`src/rtl/hp_pkg.sv`:
```
package hp_pkg;

  typedef enum logic {
    MODE_RD = 1'b0,
    MODE_WR = 1'b1
  } hp_mode_e;

  // direction and target captured at the start of a host access
  typedef struct packed {
    logic rw;      // 1: read
    logic is_cmd;  // 1: command register
  } hp_acc_t;

endpackage

```
`src/rtl/hp_strobe.sv`:
```
module hp_strobe
  import hp_pkg::*;
#(
  parameter int DW        = 8,
  parameter int MIN_WIDTH = 3,
  parameter int MIN_RECOV = 2
) (
  input  logic          clk,
  input  logic          rst_n,
  input  logic          en_n,
  input  logic          ds_n,
  input  logic          rw,
  input  logic          addr,
  input  logic [DW-1:0] din,
  output logic          act,
  output logic          s_rw,
  output logic          s_addr,
  output logic          commit,
  output hp_acc_t       acc,
  output logic [DW-1:0] wdata
);

  localparam int WCW = (MIN_WIDTH < 1) ? 1 : $clog2(MIN_WIDTH + 1);
  localparam int RCW = (MIN_RECOV < 1) ? 1 : $clog2(MIN_RECOV + 1);
  localparam logic [WCW-1:0] WMAX = WCW'(MIN_WIDTH);
  localparam logic [RCW-1:0] RMAX = RCW'(MIN_RECOV);

  logic          en_q, ds_q, rw_q, addr_q;
  logic [DW-1:0] din_q;
  logic          act_d;
  hp_acc_t       acc_q, acc_n;
  logic          ok_q, ok_n;
  logic [WCW-1:0] wid_q, wid_n;
  logic [RCW-1:0] idle_q, idle_n;
  logic [DW-1:0] wd_q, wd_n;
  logic          start;

  assign act    = !en_q && !ds_q;
  assign start  = act && !act_d;
  assign s_rw   = rw_q;
  assign s_addr = addr_q;
  assign acc    = acc_q;
  assign wdata  = wd_q;
  assign commit = !act && act_d && ok_q && (wid_q >= WMAX);

  always_comb begin
    acc_n  = acc_q;
    ok_n   = ok_q;
    wid_n  = wid_q;
    wd_n   = wd_q;
    if (start) begin
      acc_n.rw     = rw_q;
      acc_n.is_cmd = addr_q;
      ok_n         = (idle_q >= RMAX);
      wid_n        = WCW'(1);
    end else if (act && (wid_q < WMAX)) begin
      wid_n = wid_q + WCW'(1);
    end
    if (act) wd_n = din_q;
    if (act)                 idle_n = '0;
    else if (idle_q < RMAX)  idle_n = idle_q + RCW'(1);
    else                     idle_n = idle_q;
  end

  always_ff @(posedge clk or negedge rst_n) begin
    if (!rst_n) begin
      en_q   <= 1'b1;
      ds_q   <= 1'b1;
      rw_q   <= 1'b0;
      addr_q <= 1'b0;
      din_q  <= '0;
      act_d  <= 1'b0;
      acc_q  <= '0;
      ok_q   <= 1'b0;
      wid_q  <= '0;
      idle_q <= RMAX;
      wd_q   <= '0;
    end else begin
      en_q   <= en_n;
      ds_q   <= ds_n;
      rw_q   <= rw;
      addr_q <= addr;
      din_q  <= din;
      act_d  <= act;
      acc_q  <= acc_n;
      ok_q   <= ok_n;
      wid_q  <= wid_n;
      idle_q <= idle_n;
      wd_q   <= wd_n;
    end
  end

endmodule

```
`src/rtl/hp_cmd.sv`:
```
module hp_cmd
  import hp_pkg::*;
#(
  parameter int          DW         = 8,
  parameter logic [DW-1:0] OP_IDENT   = 'h01,
  parameter logic [DW-1:0] OP_XLAT_RD = 'h02,
  parameter logic [DW-1:0] OP_PKT_RD  = 'h03,
  parameter logic [DW-1:0] OP_COUNT   = 'h04,
  parameter logic [DW-1:0] OP_XLAT_WR = 'h82,
  parameter logic [DW-1:0] OP_PKT_WR  = 'h83
) (
  input  logic          clk,
  input  logic          rst_n,
  input  logic          we,
  input  logic [DW-1:0] code,
  output hp_mode_e      mode,
  output logic          flush,
  output logic [DW-1:0] last,
  output logic          stb,
  output logic [DW-1:0] stb_code
);

  hp_mode_e      mode_q, mode_n;
  logic [DW-1:0] last_q, last_n;
  logic          stb_q;
  logic [DW-1:0] sc_q, sc_n;
  logic          to_rd, to_wr;

  assign to_rd = (code == OP_IDENT) || (code == OP_XLAT_RD) ||
                 (code == OP_PKT_RD) || (code == OP_COUNT);
  assign to_wr = (code == OP_XLAT_WR) || (code == OP_PKT_WR);
  assign flush = we && (to_rd || to_wr);

  always_comb begin
    mode_n = mode_q;
    if (we && to_rd)      mode_n = MODE_RD;
    else if (we && to_wr) mode_n = MODE_WR;
    last_n = we ? code : last_q;
    sc_n   = we ? code : sc_q;
  end

  always_ff @(posedge clk or negedge rst_n) begin
    if (!rst_n) begin
      mode_q <= MODE_RD;
      last_q <= '0;
      stb_q  <= 1'b0;
      sc_q   <= '0;
    end else begin
      mode_q <= mode_n;
      last_q <= last_n;
      stb_q  <= we;
      sc_q   <= sc_n;
    end
  end

  assign mode     = mode_q;
  assign last     = last_q;
  assign stb      = stb_q;
  assign stb_code = sc_q;

endmodule

```
`src/rtl/hp_fifo.sv`:
```
module hp_fifo #(
  parameter int DW    = 8,
  parameter int DEPTH = 8
) (
  input  logic          clk,
  input  logic          rst_n,
  input  logic          push,
  input  logic          pop,
  input  logic          flush,
  input  logic [DW-1:0] wdata,
  output logic [DW-1:0] head,
  output logic          empty,
  output logic          full,
  output logic [$clog2(DEPTH+1)-1:0] count
);

  localparam int AW = (DEPTH > 1) ? $clog2(DEPTH) : 1;
  localparam int CW = $clog2(DEPTH + 1);
  localparam logic [AW-1:0] LAST = AW'(DEPTH - 1);

  logic [DW-1:0] mem [DEPTH];
  logic [AW-1:0] wp_q, wp_n, rp_q, rp_n;
  logic [CW-1:0] cnt_q, cnt_n;
  logic          do_push, do_pop;

  assign do_push = push && !flush;
  assign do_pop  = pop && !flush;

  always_comb begin
    wp_n  = wp_q;
    rp_n  = rp_q;
    cnt_n = cnt_q;
    if (flush) begin
      wp_n  = '0;
      rp_n  = '0;
      cnt_n = '0;
    end else begin
      if (do_push) wp_n = (wp_q == LAST) ? '0 : wp_q + AW'(1);
      if (do_pop)  rp_n = (rp_q == LAST) ? '0 : rp_q + AW'(1);
      case ({do_push, do_pop})
        2'b10:   cnt_n = cnt_q + CW'(1);
        2'b01:   cnt_n = cnt_q - CW'(1);
        default: cnt_n = cnt_q;
      endcase
    end
  end

  always_ff @(posedge clk or negedge rst_n) begin
    if (!rst_n) begin
      wp_q  <= '0;
      rp_q  <= '0;
      cnt_q <= '0;
    end else begin
      wp_q  <= wp_n;
      rp_q  <= rp_n;
      cnt_q <= cnt_n;
    end
  end

  for (genvar i = 0; i < DEPTH; i++) begin : g_cell
    always_ff @(posedge clk) begin
      if (do_push && (wp_q == AW'(i))) mem[i] <= wdata;
    end
  end

  assign head  = mem[rp_q];
  assign empty = (cnt_q == '0);
  assign full  = (cnt_q == CW'(DEPTH));
  assign count = cnt_q;

endmodule

```
`src/rtl/hostport_req.sv`:
```
module hostport_req
  import hp_pkg::*;
#(
  parameter int            DW         = 8,
  parameter int            DEPTH      = 8,
  parameter int            MIN_WIDTH  = 3,
  parameter int            MIN_RECOV  = 2,
  parameter logic [DW-1:0] OP_IDENT   = 'h01,
  parameter logic [DW-1:0] OP_XLAT_RD = 'h02,
  parameter logic [DW-1:0] OP_PKT_RD  = 'h03,
  parameter logic [DW-1:0] OP_COUNT   = 'h04,
  parameter logic [DW-1:0] OP_XLAT_WR = 'h82,
  parameter logic [DW-1:0] OP_PKT_WR  = 'h83
) (
  input  logic          clk,
  input  logic          rst_n,
  input  logic          hp_en_n,
  input  logic          hp_ds_n,
  input  logic          hp_rw,
  input  logic          hp_addr,
  input  logic [DW-1:0] hp_din,
  output logic [DW-1:0] hp_dout,
  output logic          hp_doe,
  output logic          hp_req,
  input  logic          core_push,
  input  logic [DW-1:0] core_wdata,
  input  logic          core_pop,
  output logic [DW-1:0] core_rdata,
  output logic          buf_empty,
  output logic          buf_full,
  output logic          cmd_stb,
  output logic [DW-1:0] cmd_code,
  output logic          err_flag
);

  localparam int CW = $clog2(DEPTH + 1);

  logic          act, s_rw, s_addr, commit;
  hp_acc_t       acc;
  logic [DW-1:0] wdata;
  hp_mode_e      mode;
  logic          flush, cmd_we;
  logic [DW-1:0] last_cmd;
  logic          push, pop, empty, full;
  logic [DW-1:0] head, push_data;
  logic [CW-1:0] fill_cnt;
  logic          host_wr, host_rd, err_set;
  logic          mode_is_wr;
  logic          req_q, req_n;
  logic          err_q, err_n;

  hp_strobe #(
    .DW(DW), .MIN_WIDTH(MIN_WIDTH), .MIN_RECOV(MIN_RECOV)
  ) u_strobe (
    .clk(clk), .rst_n(rst_n), .en_n(hp_en_n), .ds_n(hp_ds_n),
    .rw(hp_rw), .addr(hp_addr), .din(hp_din),
    .act(act), .s_rw(s_rw), .s_addr(s_addr), .commit(commit),
    .acc(acc), .wdata(wdata)
  );

  assign cmd_we  = commit && acc.is_cmd && !acc.rw;
  assign host_wr = commit && !acc.is_cmd && !acc.rw;
  assign host_rd = commit && !acc.is_cmd && acc.rw;

  hp_cmd #(
    .DW(DW), .OP_IDENT(OP_IDENT), .OP_XLAT_RD(OP_XLAT_RD),
    .OP_PKT_RD(OP_PKT_RD), .OP_COUNT(OP_COUNT),
    .OP_XLAT_WR(OP_XLAT_WR), .OP_PKT_WR(OP_PKT_WR)
  ) u_cmd (
    .clk(clk), .rst_n(rst_n), .we(cmd_we), .code(wdata),
    .mode(mode), .flush(flush), .last(last_cmd),
    .stb(cmd_stb), .stb_code(cmd_code)
  );

  assign mode_is_wr = (mode == MODE_WR);

  // buffer flow control: each direction has one producer and one consumer
  always_comb begin
    push      = 1'b0;
    pop       = 1'b0;
    push_data = wdata;
    err_set   = 1'b0;
    if (mode_is_wr) begin
      if (host_wr && !full) push = 1'b1;
      if (core_pop && !empty) pop = 1'b1;
      err_set = (host_wr && full) || host_rd;
    end else begin
      if (core_push && !full) begin
        push      = 1'b1;
        push_data = core_wdata;
      end
      if (host_rd && !empty) pop = 1'b1;
      err_set = (host_rd && empty) || host_wr;
    end
  end

  hp_fifo #(.DW(DW), .DEPTH(DEPTH)) u_fifo (
    .clk(clk), .rst_n(rst_n), .push(push), .pop(pop), .flush(flush),
    .wdata(push_data), .head(head), .empty(empty), .full(full),
    .count(fill_cnt)
  );

  always_comb begin
    req_n = mode_is_wr ? (!full && !s_rw) : empty;
    err_n = err_q | err_set;
  end

  always_ff @(posedge clk or negedge rst_n) begin
    if (!rst_n) begin
      req_q <= 1'b1;
      err_q <= 1'b0;
    end else begin
      req_q <= req_n;
      err_q <= err_n;
    end
  end

  assign hp_req     = req_q;
  assign err_flag   = err_q;
  assign hp_doe     = act && s_rw;
  assign hp_dout    = s_addr ? last_cmd : head;
  assign core_rdata = head;
  assign buf_empty  = empty;
  assign buf_full   = full;

endmodule

```
`config.mk`:
```
export PLATFORM = sky130hd
export DESIGN_NAME = hostport_req
export DESIGN_NICKNAME = d
export VERILOG_FILES = /design/src/rtl/hp_pkg.sv /design/src/rtl/hp_strobe.sv /design/src/rtl/hp_cmd.sv /design/src/rtl/hp_fifo.sv /design/src/rtl/hostport_req.sv
export SDC_FILE = /design/constraint.sdc
export NUM_CORES = 1
export LEC_CHECK = 0
export ABC_AREA = 0
export BUFFER_PORTS_ARGS = -buffer_cell sky130_fd_sc_hd__buf_2
export CORE_ASPECT_RATIO = 2
export CORE_UTILIZATION = 52
export DETAILED_ROUTE_END_ITERATION = 6
export GPL_TIMING_DRIVEN = 0
export PLACE_DENSITY = 0.72
export SETUP_SLACK_MARGIN = 0.1
export SYNTH_ARGS = -nofsm -noshare
export SYNTH_HDL_FRONTEND = slang
export SYNTH_SLANG_ARGS = --single-unit
export TNS_END_PERCENT = 50
```
`constraint.sdc`:
```
create_clock -name clk -period 2.9 [get_ports clk]
set_input_delay 0.58 -clock clk [delete_from_list [all_inputs] [get_ports clk]]
set_output_delay 0.58 -clock clk [all_outputs]
set_load 0.05 [all_outputs]
```
Word level (Yosys, flattened, before mapping)
Memory sizes are Yosys's and may differ from the RTL's. Index checks and enable logic that the tools add are counted.

RAM bits: 64. Word-level logic and storage cells: 175. Memories: 1. Register bits after elaboration: 50. Output and inout port bits: 30.

Memory list: u_fifo.mem (words 8, bits a word 8, rd ports 1, clocked after Yosys merged registers in 0, write ports 1, line hp_fifo.sv:21) `logic [DW-1:0] mem [DEPTH];`.

Add/sub/neg operators: 6. Eq/ne operators: 17. Bitwise operators: 1. Mux-type cells: 62. Reduce and logical (&&, ||, !) cells: 64. Magnitude comparators: 4.

Operator list (number): $mux W8 (10); $reduce_or A8 Y1 (7); $mux W3 (13); $mux W1 (33); $logic_and A1 B1 Y1 (32); $eq A8 B2 Y1 const B (2); $eq A8 B8 Y1 const B (2); $eq A3 B3 Y1 const B (5); $logic_not A1 Y1 (10); $reduce_bool A2 Y1 (5); $eq A8 B1 Y1 const B (1); $eq A8 B3 Y1 const B (1); $mux W2 (4); $pmux W4 S2 (1); $logic_or A1 B1 Y1 (7); $add A3 B1 Y3 const B (2); $eq A3 B2 Y1 const B (2); $add A2 B1 Y2 const B (2); $add A4 B1 Y4 const B (1); $eq A4 B4 Y1 const B (1); $ge A2 B2 Y1 const B (2); $logic_not A4 Y1 (1); $lt A2 B2 Y1 const B (2); $mux W4 (1); other kinds (7) (7).

Logic depth before layout (Yosys ltp)
Gate-level depths: netlist of run 1.

Word-level depth: 23. Mapped depth: 12. Gate-level depth less buffers: 11.

Cells and area by module
From an unflattened synthesis of run 1, not the netlist that was laid out.

Cell total of the unflattened synthesis: 306. Area, all modules: 5054.8 um^2.

Modules (own cells, without submodules): hp_fifo (area an instance 3206.8 um^2, cells an instance 171, instances 1); hp_strobe (area an instance 994.7 um^2, cells an instance 59, instances 1); hp_cmd (area an instance 504.2 um^2, cells an instance 42, instances 1); hostport_req (area an instance 349.1 um^2, cells an instance 34, instances 1).

Worst setup path after synthesis of run 1
OpenSTA, ideal clock, no wires.

Kind: flip-flop to flip-flop. Start: register u_fifo.cnt_q[1], in the netlist u_fifo.count[1]. End: register u_fifo.cnt_q[3], in the netlist u_fifo.count[3]. Stages on the path, launching flop included: 10. Buffers on the path: 1. Required time: 2.775 ns. Clock period less this slack: 3.184 ns. Path slack: -0.284 ns. Arrival time: 3.059 ns. Path through: dfrtp_1 > buf_6 > nor4_2 > nor2_1 > nand2_1 > nor2_1 > ha_1 > o21a_1 > o32ai_1 > mux2_2.

Word-level cells in the longest chain between the ends: 9. Elaborated cells between the ends (all ways): 23.

Ends and longest elaborated chain: start, declared (line hp_fifo.sv:23) `logic [CW-1:0] cnt_q, cnt_n;`; start signal, assigned (line hp_fifo.sv:56) `cnt_q <= cnt_n;`; $logic_not A4 Y1 (*) (line hp_fifo.sv:67) `assign empty = (cnt_q == '0);`; named net buf_empty (line hostport_req.sv:29) `output logic buf_empty,`; $logic_not A1 Y1 (*) (line hostport_req.sv:85, hostport_req.sv:92); $logic_and A1 B1 Y1, on equally long branches (line hostport_req.sv:92, hostport_req.sv:85); $mux W1, on equally long branches (line hostport_req.sv:92, hostport_req.sv:85); $mux W1 (*) (line hostport_req.sv:83) `if (mode_is_wr) begin`; $logic_and A1 B1 Y1 (*) (line hp_fifo.sv:27) `assign do_pop = pop && !flush;`; $eq A2 B1 Y1 / $eq A2 B2 Y1 (equally long branches) (line hp_fifo.sv:40) `case ({do_push, do_pop})`; $pmux W4 S2 (line hp_fifo.sv:40); $mux W4 (line hp_fifo.sv:33) `if (flush) begin`.

The timed path passes the listed nets; every way through them passes the cells marked *. A chain may end at the register's enable or synchronous reset.

Worst setup path after layout of run 1
Start: register u_fifo.rp_q[0]. End: output port hp_dout[5].

Word-level cells in the longest chain between the ends: 2.

Ends and longest elaborated chain: start, declared (line hp_fifo.sv:22) `logic [AW-1:0] wp_q, wp_n, rp_q, rp_n;`; start signal, assigned (line hp_fifo.sv:55) `rp_q <= rp_n;`; $mem_v2 Z8 W8; $mux W8 (line hostport_req.sv:121) `assign hp_dout = s_addr ? last_cmd : head;`; end, declared (line hostport_req.sv:22) `output logic [DW-1:0] hp_dout,`.

No other way between the ends.

==> out/results.ini, run 1 <==
[outcome]
outcome=finished, violations left
violations=DRC

[cts]
clk_pin_slew_ps=50
hold_buffers=0
cts_tree=done
cts_sinks=114
cts_buffers=17
clock_path_buffers=2
clock_latency_ps=400
root_buffer=clkbuf_16
htree_levels=4

[finish]
fin_area_um2=6210
layout.nets=420
final_common_cell=edfxtp_1
n_antenna_cell=0
layout_common_cells=64 x edfxtp_1, 46 x buf_2, 43 x dfrtp_1, 30 x mux2_2, 19 x clkbuf_16
areaGrowthSynthToFinish_pct=27.0
drive_gt1_frac=0.443

[placed_design]
portBuffers=53
hpwl_mm=6.52
place_congestion=0.790
placed_area_um2=5350

[synth]
synth_ff_type=edfxtp_1
synth.area.mux_share=0.174
synth_top_family_by_area=multiplexers
synth-xor-area-share=0.00870
synth-compound-area-share=0.0417
synthArstFlopShare=0.439
ys_types=45
yosys_warnings=0
synth-edff-count=64
synth_top_cell_area_share=0.393
synth.area.top_cells=edfxtp_1 39%, dfrtp_1 24%, mux2_2 9.2%
synthAdderAreaFrac=0.0307
synth-simple-area-share=0.0730
postSynthAreaPerCell_um2=16.0
synth_cells=306
syn_area_um2=4890
syn_nets=342
ys_seq_area_frac=0.650
synth_top_cell_by_area=edfxtp_1
synth_seq_cells=114

[sta]
min_period_over_period=0.998
rsz0062_at_grt=true
setup-violations-final=0
hold_slack_ps=277
tightestPinTransition_ps=1100
period_minus_slack_ps=2890
skew_ps=7.82
fmaxAchievable_mhz=346
relSlewSlack=0.266
hold_violations=0
slew_violations=0

[routing]
wl_mm=10.1
first_iter_violations=242
dr.pass1.iters=6
viasPerCell=5.74
via_count=2865
antenna_left=0
post_drt_wl_per_cell_um=20.2
drc=6

[global_routing]
grt_pass1_wl_mm=16.2
grt_pass1_vias=3102
grt_use_total=0.230
antenna_found_initial=0
grt_remaining_overflow=0
grt_start_max_net_pins=51

[critical_path]
criticalPathCategory=register to output pin
required_ps=2320
crit_arrival_ps=2310
worstPathMaxFanout=5
startpoint_type=register
crit_path_end_kind=output pin

[floorplanning]
fp.dieH_um=139
row_count=49
die_w_um=70.6
num_io_pins=54
die_area_um2=9810
core_um2=9070
initial_core_util=0.539

[pwr]
internal-power_mw=4.63
combPwrFrac=0.406
pwr-share-clk=0.279
p_leak_nw=2.51
switchingPower_mw=2.61
netSwitchingFraction=0.360
seqPwrFrac=0.315
vdd_ir_drop_max_mv=0.621
p_per_area_nw_per_um2=1170

[worst_hold_path]
hold_path_class=primary input to register

[job]
cap_viol_max_count=0

==> final cells by class <==
| type | count | area [µm²] |
|---|---|---|
| Sequential cell | 114 | 3180 |
| Fill cell | 604 | 2870 |
| Multi-Input combinational cell | 169 | 1740 |
| Clock buffer | 25 | 518 |
| Timing Repair Buffer | 59 | 424 |
| Tap cell | 102 | 128 |
| Buffer | 14 | 111 |
| Clock inverter | 7 | 70.1 |
| Inverter | 9 | 33.8 |
==> state kept, by name, summed over array words and instances, names as in the netlist, 2 cells and up <==
signal	cells
u_cmd.last	8
u_strobe.din_q	8
u_strobe.acc	2
u_strobe.idle_q	2
u_strobe.wid_q	2
u_fifo.rp_q	3
u_fifo.count	4
u_fifo.mem	64
u_fifo.wp_q	3
u_strobe.wdata	8
==> power by group through the flow <==
| stage | clock [mW] | sequential (mW) | combinational, mW |
|---|---|---|---|
| global placement | 0 | 2.27 | 2.47 |
| finish | 2.02 | 2.28 | 2.94 |
| CTS | 2.04 | 2.27 | 2.88 |
| global route | 2.12 | 2.31 | 3.11 |
| floorplan | 0 | 2.41 | 1.84 |
| detailed placement | 0 | 2.29 | 2.53 |
==> per-layer routing <==
layer	global-route usage	vias to the layer above	share of wire
li1	-	1318	-
met1	0.249	1439	0.38
met2	0.406	92	0.56
met3	0.0647	16	0.040
met4	0.113	0	0.021
met5	0	-	0
==> worst paths after layout <==
path / from / slack, ps / cells after the start / to
worst min register to register: u_strobe.din_q[7] / 450 / 2 / u_strobe.wdata[7]
worst min-delay path: hp_din[4] / 280 / 1 / u_strobe.din_q[4]
max in group asynchronous: rst_n / 1760 / 1 / u_fifo.count[0]
worst max-delay path: u_fifo.rp_q[0] / 7 / 6 / hp_dout[5]
min in group asynchronous: rst_n / 390 / 1 / u_strobe.din_q[6]
worst max register to register: u_strobe.ds_q / 260 / 10 / u_fifo.count[2]
==> metrics by stage <==
step	total power [mW]	TNS, ps	instances	setup slack (ps)	utilization
4_1_cts	7.19	0	499	23.0	0.678
3_3_place_gp	4.74	-1810	461	-211	0.589
3_5_place_dp	4.82	-2230	461	-251	0.589
2_1_floorplan	4.25	0	306	28.4	-
6_report	7.23	0	499	6.53	0.684
5_1_grt	7.55	-251	499	-54.0	0.684
==> worst max-delay path, cell delays in order, from the launching register on <==
cell and delay (ps):
dfrtp_1 380, buf_8 160, buf_12 130, mux4_2 520
mux2_4 290, mux2_4 280, buf_8 150
==> synthesized netlist by cell type (3+ instances only) <==
master / n
edfxtp_1: 64
dfrtp_1: 46
mux2_2: 40
nor2_1: 20
mux4_2: 16
nand2_1: 13
ha_1: 12
a21oi_1: 9
inv_1: 9
o21ai_0: 9
and2_1: 7
nor3_1: 6
clkbuf_1: 5
dfstp_2: 4
mux2i_1: 4
and3_1: 3
buf_1: 3
buf_2: 3
==> repair_timing <==
item                       in CTS  in global routing
setup endpoints to repair      74                 11
gates resized for setup        39                 15
gates cloned                    1                  0
pin swaps                       0                  0
buffers inserted                5                  0
==> kinds of logic after synthesis <==
group	count (synthesis)
flip-flops	114
AND/OR/NAND/NOR	63
buffers and inverters	23
multiplexers	60
adder cells (fa/ha/maj)	12
XOR/XNOR	4
AO/OA/AOI/OAI	30
(Power assumes the default switching activity.)
==> run 2: changes to the inputs <==
--- a/config.mk
+++ b/config.mk
@@ -7,9 +7,9 @@
 export LEC_CHECK = 0
-export ABC_AREA = 0
+export ABC_AREA = 1
 export BUFFER_PORTS_ARGS = -buffer_cell sky130_fd_sc_hd__buf_2
 export CORE_ASPECT_RATIO = 2
-export CORE_UTILIZATION = 52
+export CORE_UTILIZATION = 55
 export DETAILED_ROUTE_END_ITERATION = 6
 export GPL_TIMING_DRIVEN = 0
-export PLACE_DENSITY = 0.72
+export PLACE_DENSITY = 0.73
 export SETUP_SLACK_MARGIN = 0.1
==> constraint.sdc (replaced) <==
create_clock -name clk -period 3.6 [get_ports clk]
set_input_delay 0.54 -clock clk [delete_from_list [all_inputs] [get_ports clk]]
set_output_delay 0.54 -clock clk [all_outputs]
set_load 0.05 [all_outputs]
==> out/results.ini, run 2 <==
[outcome]
outcome=finished clean

[sta]
rsz0062_at_grt=false
skew_ps=5.32  ; -2.50 ps
slew_violations=0  ; unchanged
hold_slack_ps=231  ; -46.1 ps
min_period_over_period=0.893
setup-violations-final=0  ; unchanged
hold_violations=0  ; unchanged
relSlewSlack=0.0889  ; -0.177
period_minus_slack_ps=3220
tightestPinTransition_ps=1360  ; +255 ps
fin_setup_tns_ps=0  ; unchanged
fmaxAchievable_mhz=311

[synth]
synth_top_cell_by_area=edfxtp_1
ys_seq_area_frac=0.645  ; -0.00545
synth_common_cells=81 x nand2_1, 73 x nor2_1, 71 x o21ai_0
synth-edff-count=64  ; unchanged
syn_area_um2=4930  ; +0.84%
synth_seq_cells=114  ; unchanged
yosys_warnings=0  ; unchanged
postSynthAreaPerCell_um2=10.2  ; -36%
synth_ff_type=edfxtp_1
synth_cells=481  ; +57%
ys_types=27  ; -40%
yosysMostFrequentCell=nand2_1
synthArstFlopShare=0.439  ; unchanged
synth_top_cell_area_share=0.390  ; -0.00329
synth.area.top_cells=edfxtp_1 39%, dfrtp_1 23%, o21ai_0 7.2%
syn_nets=517  ; +51%

[cts]
cts_resized=0  ; -100%
cts_buffers=17  ; unchanged
clock_path_buffers=2  ; unchanged
clk_pin_slew_ps=50  ; about the same
cts_tree=done
cts_sinks=114  ; unchanged
root_buffer=clkbuf_16
hold_buffers=0  ; unchanged
htree_levels=4  ; unchanged
post_cts_buffers=0  ; -5
clock_latency_ps=410  ; about the same

[routing]
first_iter_violations=300  ; +24%
dr.pass1.iters=6  ; unchanged
via_count=3690  ; +29%
wl_mm=11.5  ; +14%
viasPerCell=5.54  ; -3.5%
drc=0  ; -6
antenna_left=0  ; unchanged
post_drt_wl_per_cell_um=17.2  ; -15%

[finish]
multi_input_area_um2=1520  ; -13%
areaGrowthSynthToFinish_pct=20.8
final_common_cell=nand2_1
n_antenna_cell=0  ; unchanged
fillers=641  ; +6.1%
fin_util=0.689  ; +0.00429
largest_reg_flops=64  ; unchanged
final_cell_count_no_fill=666  ; +33%
top_register=u_fifo.mem
layout_common_cells=81 x nand2_1, 73 x nor2_1, 71 x o21ai_0, 64 x edfxtp_1, 53 x buf_2
drive_gt1_frac=0.196  ; -0.247
layout.nets=589  ; +40%
regArea_um2=3180  ; -0.12%

[worst_hold_path]
hold_depth=1  ; unchanged
hold_path_class=primary input to register

[pwr]
vdd_ir_drop_max_mv=0.574  ; -7.5%
p_leak_nw=2.63  ; +4.9%
p_per_area_nw_per_um2=791  ; -32%

[global_routing]
antenna_found_initial=0  ; unchanged
grt_start_max_net_pins=51  ; unchanged
grt_pass1_wl_mm=17.9  ; +11%
grt_use_total=0.277  ; +0.0468
grt_pass1_vias=3674  ; +18%
grt_remaining_overflow=0  ; unchanged

[floorplanning]
row_count=48  ; -2.0%
initial_core_util=0.570  ; +0.0313
num_io_pins=54  ; unchanged
fp.dieH_um=136  ; -2.3%
core_um2=8650  ; -4.7%
die_w_um=68.9  ; -2.3%
die_area_um2=9370  ; -4.6%

[critical_path]
cp_cell_sequence=inv_1, clkbuf_1, o21ai_0, o22ai_1, nor2_1, a31oi_1, nand2_1, nand2_1, buf_2
reg2reg_depth=8  ; -2
cp.buffers_inverters=3  ; unchanged
cp.depth=9  ; +3
worstPathMaxFanout=10  ; +5
crit_top_cell=nand2_1
startpoint_type=register
slowest_stage=dfrtp_1
crit_path_end_kind=output pin
slowest_delay_ps=500  ; -20 ps
cp_top_family=buffers and inverters
crit_arrival_ps=2680  ; +370 ps
required_ps=3060  ; +740 ps
criticalPathCategory=register to output pin

[job]
cap_viol_max_count=0  ; unchanged

[placed_design]
placed_cells=634  ; +38%
portBuffers=53  ; unchanged
place_congestion=0.903  ; +14%
hpwl_mm=8.10  ; +24%

## run 2: final cells by class
cell class,count,share of cell area
sequential,114,0.534
multi-input combinational,302,0.255
clock buffer,23,0.0841
timing repair buffer,53,0.0445
inverter,51,0.0321
clock inverter,9,0.0210
tap,100,0.0210
buffer,14,0.00883
## run 2: cell families (layout without fill, tap and decap cells)
family / after synthesis / after routing / share of synthesized area
AOI/OAI and AO/OA: 97 / 97 / 0.105
and+or+nand+nor: 193 / 193 / 0.171
buffers and inverters: 65 / 150 / 0.0495
DFF: 114 / 114 / 0.645
adders and majority gates: 12 / 12 / 0.0305
## run 2: per-stage QoR
step	worst slack, ps	power [mW]	instance area, µm²
final	383	4.71	5950
after global routing	241	4.90	5950
after CTS	396	4.71	5940
after detailed placement	433	2.96	5320
after global placement	504	2.90	5320
after floorplan	485	2.62	4930
## run 2: path summary, 6_finish.rpt
check | startpoint | endpoint | slack [ps]
max in group asynchronous | rst_n | u_strobe.wdata[4] | 2560
min in group asynchronous | rst_n | u_fifo.rp_q[2] | 350
worst min register to register | u_strobe.din_q[3] | u_strobe.wdata[3] | 450
worst max-delay path | u_fifo.rp_q[1] | hp_dout[6] | 380
worst min-delay path | hp_ds_n | u_strobe.ds_q | 230
worst max register to register | u_fifo.count[0] | u_fifo.mem[6][4] | 510
## run 2: worst reg2reg max path: cells and delay by family (launching register included)
family	cells	cell delay (ps)
buffers and inverters	2	310
DFF	1	420
and+or+nand+nor	6	1960
## run 2: where the power goes
| part | switching, mW | internal, mW | leakage [nW] |
|---|---|---|---|
| Sequential | 0.0984 | 1.64 | 1.21 |
| Combinational | 0.940 | 0.298 | 1.12 |
| Clock | 0.557 | 1.18 | 0.303 |
| Total | 1.60 | 3.12 | 2.63 |
## run 2: routing by layer
| layer | GRT usage | vias to the layer above | wire [µm] |
|---|---|---|---|
| met1 | 0.267 | 1756 | 3780 |
| met5 | 0 | - | 0 |
| met4 | 0.142 | 0 | 479 |
| met3 | 0.0629 | 41 | 442 |
| li1 | - | 1761 | - |
| met2 | 0.511 | 132 | 6770 |
